File: config.mk
export PLATFORM = sky130hd
export DESIGN_NAME = sertx_tx
export DESIGN_NICKNAME = d
export VERILOG_FILES = /design/src/rtl/sertx_pkg.sv /design/src/rtl/sertx_framer.sv /design/src/rtl/sertx_shifter.sv /design/src/rtl/sertx_flags.sv /design/src/rtl/sertx_tx.sv
export SDC_FILE = /design/constraint.sdc
export NUM_CORES = 1
export LEC_CHECK = 0
export BUFFER_PORTS_ARGS = -buffer_cell sky130_fd_sc_hd__buf_4
export CAP_MARGIN = 20
export CELL_PAD_IN_SITES_DETAIL_PLACEMENT = 0
export CELL_PAD_IN_SITES_GLOBAL_PLACEMENT = 1
export CORE_ASPECT_RATIO = 0.8
export CORE_MARGIN = 2
export CORE_UTILIZATION = 38
export CTS_CLUSTER_SIZE = 10
export DETAILED_ROUTE_END_ITERATION = 8
export GPL_TIMING_DRIVEN = 0
export PLACE_DENSITY = 0.72
export SLEW_MARGIN = 20
export SYNTH_ARGS = -nofsm -noshare
export SYNTH_HDL_FRONTEND = slang
export SYNTH_SLANG_ARGS = --single-unit
File: constraint.sdc
create_clock -name clk -period 2.4 [get_ports clk]
set_clock_uncertainty 0.05 [all_clocks]
set_input_delay 0.12 -clock clk [delete_from_list [all_inputs] [get_ports clk]]
set_output_delay 0.12 -clock clk [all_outputs]
set_load 0.01 [all_outputs]
File: src/rtl/sertx_pkg.sv
package sertx_pkg;
    localparam int MAX_DATA = 9;
    localparam int MAX_STOP = 2;
    localparam int FRAME_W  = 1 + MAX_DATA + 1 + MAX_STOP;
    localparam int LEN_W    = $clog2(FRAME_W + 1);

    typedef enum logic [1:0] {
        PAR_NONE = 2'b00,
        PAR_RSVD = 2'b01,
        PAR_EVEN = 2'b10,
        PAR_ODD  = 2'b11
    } par_e;

    typedef struct packed {
        logic       en;
        logic [2:0] size;
        par_e       par;
        logic       stop2;
        logic       ie_empty;
        logic       ie_done;
    } cfg_t;

    typedef struct packed {
        logic [FRAME_W-1:0] bits;
        logic [LEN_W-1:0]   len;
    } frame_t;

    function automatic int data_len(input logic [2:0] code);
        case (code)
            3'b000:  return 5;
            3'b001:  return 6;
            3'b010:  return 7;
            3'b011:  return 8;
            3'b111:  return 9;
            default: return 8;
        endcase
    endfunction
endpackage

File: src/rtl/sertx_framer.sv
module sertx_framer
    import sertx_pkg::*;
(
    input  cfg_t                cfg,
    input  logic [MAX_DATA-1:0] data,
    output frame_t              frame
);
    int   nbits;
    logic has_par;
    logic xsum;

    always_comb begin
        nbits   = data_len(cfg.size);
        has_par = (cfg.par == PAR_EVEN) || (cfg.par == PAR_ODD);
        xsum    = 1'b0;
        frame.bits    = '1;
        frame.bits[0] = 1'b0;
        for (int i = 0; i < MAX_DATA; i++) begin
            if (i < nbits) begin
                frame.bits[i + 1] = data[i];
                xsum = xsum ^ data[i];
            end
        end
        for (int j = 6; j <= MAX_DATA + 1; j++) begin
            if (has_par && (j == nbits + 1)) begin
                frame.bits[j] = (cfg.par == PAR_ODD) ? ~xsum : xsum;
            end
        end
        frame.len = LEN_W'(1 + nbits + (has_par ? 1 : 0) + (cfg.stop2 ? 2 : 1));
    end
endmodule

File: src/rtl/sertx_shifter.sv
module sertx_shifter
    import sertx_pkg::*;
(
    input  logic   clk,
    input  logic   rst,
    input  logic   tick,
    input  logic   load,
    input  frame_t frame_in,
    output logic   busy,
    output logic   txd,
    output logic   frame_end
);
    logic [FRAME_W-1:0] sh_q;
    logic [LEN_W-1:0]   rem_q;

    assign frame_end = busy && tick && (rem_q == LEN_W'(1));
    assign txd       = busy ? sh_q[0] : 1'b1;

    always_ff @(posedge clk) begin
        if (rst) begin
            busy  <= 1'b0;
            sh_q  <= '1;
            rem_q <= '0;
        end else if (load) begin
            busy  <= 1'b1;
            sh_q  <= frame_in.bits;
            rem_q <= frame_in.len;
        end else if (busy && tick) begin
            if (rem_q == LEN_W'(1)) begin
                busy <= 1'b0;
            end else begin
                sh_q  <= {1'b1, sh_q[FRAME_W-1:1]};
                rem_q <= rem_q - LEN_W'(1);
            end
        end
    end

    // a load is followed by the low start bit
    assert_start_low_R2: assert property (@(posedge clk) disable iff (rst)
        load |=> (busy && !txd));

    // without a tick the line level is held
    assert_bit_hold_R2: assert property (@(posedge clk) disable iff (rst)
        (busy && !tick && !load) |=> $stable(txd));
endmodule

File: src/rtl/sertx_flags.sv
module sertx_flags (
    input  logic clk,
    input  logic rst,
    input  logic frame_end,
    input  logic buf_full,
    input  logic done_clr,
    input  logic done_ack,
    input  logic ie_empty,
    input  logic ie_done,
    input  logic gie,
    output logic empty_flag,
    output logic done_flag,
    output logic irq_empty,
    output logic irq_done
);
    logic set_done;

    assign set_done   = frame_end && !buf_full;
    assign empty_flag = !buf_full;
    assign irq_empty  = ie_empty && gie && empty_flag;
    assign irq_done   = ie_done && gie && done_flag;

    always_ff @(posedge clk) begin
        if (rst) begin
            done_flag <= 1'b0;
        end else if (set_done) begin
            done_flag <= 1'b1;
        end else if (done_clr || done_ack) begin
            done_flag <= 1'b0;
        end
    end

    // a finished frame with nothing queued raises the flag
    assert_done_set_R9: assert property (@(posedge clk) disable iff (rst)
        (frame_end && !buf_full) |=> done_flag);

    // either clear source drops the flag when no frame ends
    assert_done_clear_R9: assert property (@(posedge clk) disable iff (rst)
        (!frame_end && (done_clr || done_ack)) |=> !done_flag);
endmodule

File: src/rtl/sertx_tx.sv
module sertx_tx
    import sertx_pkg::*;
(
    input  logic       clk,
    input  logic       rst,
    input  logic       baud_tick,
    input  logic       ctl_we,
    input  logic       ctl_en,
    input  logic [2:0] ctl_size,
    input  logic [1:0] ctl_par,
    input  logic       ctl_stop2,
    input  logic       ctl_ie_empty,
    input  logic       ctl_ie_done,
    input  logic       glb_ie,
    input  logic       stage9_we,
    input  logic       stage9_val,
    input  logic       data_we,
    input  logic [7:0] data_byte,
    input  logic       done_clr,
    input  logic       done_ack,
    output logic       txd,
    output logic       line_own,
    output logic       empty_flag,
    output logic       done_flag,
    output logic       irq_empty,
    output logic       irq_done
);
    cfg_t                cfg_q;
    logic                stage9_q;
    logic [MAX_DATA-1:0] buf_q;
    logic                buf_full;
    logic                active;
    logic                busy;
    logic                frame_end;
    logic                load;
    logic                wr_ok;
    frame_t              frame;

    assign wr_ok    = data_we && cfg_q.en && !buf_full;
    assign load     = buf_full && (!busy || frame_end);
    assign line_own = active;

    always_ff @(posedge clk) begin
        if (rst) begin
            cfg_q <= '0;
        end else if (ctl_we) begin
            cfg_q <= '{en: ctl_en, size: ctl_size, par: par_e'(ctl_par),
                       stop2: ctl_stop2, ie_empty: ctl_ie_empty, ie_done: ctl_ie_done};
        end
    end

    always_ff @(posedge clk) begin
        if (rst) begin
            stage9_q <= 1'b0;
        end else if (stage9_we) begin
            stage9_q <= stage9_val;
        end
    end

    always_ff @(posedge clk) begin
        if (rst) begin
            buf_full <= 1'b0;
            buf_q    <= '0;
        end else if (load) begin
            buf_full <= 1'b0;
        end else if (wr_ok) begin
            buf_full <= 1'b1;
            buf_q    <= {stage9_q, data_byte};
        end
    end

    always_ff @(posedge clk) begin
        if (rst) begin
            active <= 1'b0;
        end else if (cfg_q.en) begin
            active <= 1'b1;
        end else if (!buf_full && !busy) begin
            active <= 1'b0;
        end
    end

    sertx_framer u_framer (
        .cfg   (cfg_q),
        .data  (buf_q),
        .frame (frame)
    );

    sertx_shifter u_shift (
        .clk       (clk),
        .rst       (rst),
        .tick      (baud_tick),
        .load      (load),
        .frame_in  (frame),
        .busy      (busy),
        .txd       (txd),
        .frame_end (frame_end)
    );

    sertx_flags u_flags (
        .clk        (clk),
        .rst        (rst),
        .frame_end  (frame_end),
        .buf_full   (buf_full),
        .done_clr   (done_clr),
        .done_ack   (done_ack),
        .ie_empty   (cfg_q.ie_empty),
        .ie_done    (cfg_q.ie_done),
        .gie        (glb_ie),
        .empty_flag (empty_flag),
        .done_flag  (done_flag),
        .irq_empty  (irq_empty),
        .irq_done   (irq_done)
    );

    // an inactive transmitter leaves the line high
    assert_idle_high_R7: assert property (@(posedge clk) disable iff (rst)
        !active |-> txd);

    // writes while disabled never fill the buffer
    assert_ignore_off_R7: assert property (@(posedge clk) disable iff (rst)
        (!cfg_q.en && !buf_full) |=> !buf_full);

    // pending data keeps the transmitter active
    assert_drain_R8: assert property (@(posedge clk) disable iff (rst)
        (active && (busy || buf_full)) |=> active);

    // a write into a full buffer changes nothing
    assert_full_hold_R6: assert property (@(posedge clk) disable iff (rst)
        (buf_full && data_we && !load) |=> (buf_full && $stable(buf_q)));

    // the staged ninth bit is latched with the byte
    assert_latch9_R5: assert property (@(posedge clk) disable iff (rst)
        wr_ok |=> (buf_q[MAX_DATA-1] == $past(stage9_q)));
endmodule

==> run metrics <==
largest net degree at the start of global routing 14; post-synthesis cell count 246; HPWL after detailed placement 3.64 mm; area of the die 6120 sq um; number of nets with antenna violations after detailed routing 0; CP Data Required Time 2540 ps; Core Area 5380 sq um; hold crit path type in2reg; Die Width 87.0 um; sequential standard cell area 763 sq um; FILL cells 539; Warnings, synthesis 0; outcome complete, no violations; Clock Tree Buf Depth 2; register bit count reported by yosys 38; r2r startpoint cfg_q[5]; final hold viol count 0; ant diodes 0; Area growth, synth to finish 25.5%; final worst-path cycle share 94.6%; row count 24; number of sinks on the clock net 38; sequential area share after synthesis 36.3%; Power Density 603 nW/um^2; global-route wire length before repair 8.22 mm; die boundary height 70.4 um; Total Nets Final 325; top_reg_cell synth dfxtp_1; cell chosen for the clock root clkbuf_8; Cell Area, Synth 2090 sq um; overall via count from detail_route 1773; share of the synthesized area in the top cell type 36.3%; Least-Margin Pin Slew 743 ps; Placed Instances 342; startpoint types flip-flop; 1st-iter DRT viols 72; CTS H-tree lvls 2; R2R setup slack 130 ps; nature of the critical path endpoint flip-flop; commonest non-fill, non-tap cell in the layout dfxtp_1; clock edge transition at the registers on the reported setup and hold paths 90 ps; data arrival time of the critical path 2410 ps; routed length per instance 14.2 um; number of global-route vias before repair 1642; Total Routing Usage GR 17.3%; Worst Hold Launch ctl_par[1]; share of cells above drive strength 1 24.3%; total power consumption of the routed design 0.00158 W; final-report setup violation count 0; count of boundary I/O pins 33; CTS Buf Count 5; share of synthesized registers carrying an async set or reset 0%; Clk Latency, worst-skew pair 300 ps; count of buffers from port buffering 31; Int Pwr 0.00114 W; gp weighted congestion 0.821; initial antenna violation count 0; worst r2r dst u_shift.sh_q[6]; synthesized netlist net count 284; post-DR vias/cell 5.02; final-report max-slew violation count 0; area of the multi-input gates 1290 sq um; worst-case vdd ir drop 422 uV; Slew Limit Headroom 50.5%; leading cell types by total area after synthesis dfxtp_1, mux2i_1, nand2_1, ha_1, a21oi_1; routed wire length 5.02 mm; maximum fanout along the worst path 8; TritonRoute pass-1 iters 4; Initial Util 38.9%; Mapped Avg Cell Area 8.51 sq um; number of library cell types mapped by synthesis 48; sequential power share 44.0%; Min-Delay Path Depth 3; Final Non-Filler Cells 353; switching power 0.000446 W; kind of critical path reg2reg; CP startpoint cfg_q[5]; length in cells of the worst reg-to-reg path 11; number of max-cap violations 0; static leakage 1.07 nW; area leader, netlist dfxtp_1; Combinational Power Share 21.0%; share of power burned in the clock network 35.0%; core utilization of the finished layout 48.9%; drt drc 0; capture endpoint of the worst hold path cfg_q[4]; minimum clock period 2270 ps; commonest non-fill, non-tap cells in the layout dfxtp_1, nand2_1, buf_4; Post-synth EDFFs 0; Switching Fraction 28.2%; total gr overflow 0; maximum clock frequency 0.441 GHz; CTS tree done
[power groups by stage]
| stage | Combinational [W] | Sequential, W | Clock (W) |
|---|---|---|---|
| after floorplan | 0.000210 | 0.000702 | 0 |
| after global placement | 0.000298 | 0.000709 | 0 |
| after detailed placement | 0.000298 | 0.000709 | 0 |
| after CTS | 0.000309 | 0.000695 | 0.000566 |
| after global routing | 0.000369 | 0.000701 | 0.000594 |
| final | 0.000333 | 0.000697 | 0.000555 |
[through the flow]
step	hold WS, ps	worst slack (ps)	instance area (sq um)	setup TNS, ps
floorplan	206	30.0	2100	0
global placement	304	-189	2410	-492
detailed placement	314	-213	2410	-640
CTS	6.04	6.97	2540	0
global route	9.27	-9.11	2630	-24.3
finish	5.83	130	2630	0
[worst max-delay path: stages, from the launching register on]
cell and delay, ps:
dfxtp_2 330, buf_6 130, xor2_1 140, nor2b_4 220, inv_2 80, ha_4 190, nor2b_4 110, xnor2_1 60
nor2_1 120, xnor3_2 330, xnor2_2 180, o41ai_2 230
[cells in the mapped netlist (3+ instances only)]
cell type   n
dfxtp_1    38
nand2_1    34
nor2_1     23
a21oi_1    21
mux2i_1    15
inv_1      10
ha_1        9
xnor2_1     9
nor3_1      8
buf_2       6
clkbuf_1    6
nand3_1     6
a221o_1     4
nand2b_1    4
o21ai_0     4
a211o_1     3
a211oi_1    3
a221oi_1    3
and3_1      3
nor2b_1     3
[sequential cells by signal, indices dropped and copies added, names as in the netlist]
| register | flops |
|---|---|
| u_flags.done_flag | 1 |
| u_shift.sh_q | 11 |
| buf_q | 9 |
| line_own | 1 |
| u_shift.busy | 1 |
| cfg_q | 9 |
| buf_full | 1 |
| u_shift.rem_q | 4 |
| stage9_q | 1 |
[logic make-up after synthesis]
group / count (synthesis) / share of synthesized area, %
buf+inv: 26 / 5.44
simple gates: 92 / 20.9
fa+ha+maj: 11 / 7.29
compound gates: 52 / 17.1
mux: 15 / 7.17
flops: 38 / 36.3
xor+xnor: 12 / 5.74
[area by class of cell]
class                      count  share of cell area, %
timing repair buffer          34                   9.71
clock inverter                 3                   1.71
tap                           65                   3.10
multi-input combinational    182                   49.0
inverter                      10                   1.43
clock buffer                   5                   2.62
buffer                        16                   3.43
sequential                    38                   29.0
[what timing repair did]
action                     CTS  global route
buffers inserted             1             2
setup endpoints to repair    5             5
hold buffers                 0             0
resized for setup            4            19
pin swaps                    2             2
[metal layers]
layer / part of all wire, % / GRT usage [%] / vias up
met1: 55 / 26.9 / 803
met2: 42 / 23.6 / 29
met5: 0 / 0 / -
met3: 3.1 / 4.02 / 4
met4: 0.76 / 4.17 / 0
li1: - / - / 937
[worst max-delay path by stage]
| stage | end |
|---|---|
| 6_report | u_shift.sh_q[6] |
| 3_5_place_dp | u_shift.sh_q[10] |
| 3_3_place_gp | u_shift.sh_q[10] |
| 4_1_cts | u_shift.sh_q[6] |
| 2_1_floorplan | u_shift.sh_q[10] |
| 5_1_grt | u_shift.sh_q[8] |
Note: power is estimated with default switching activity, not from simulation.
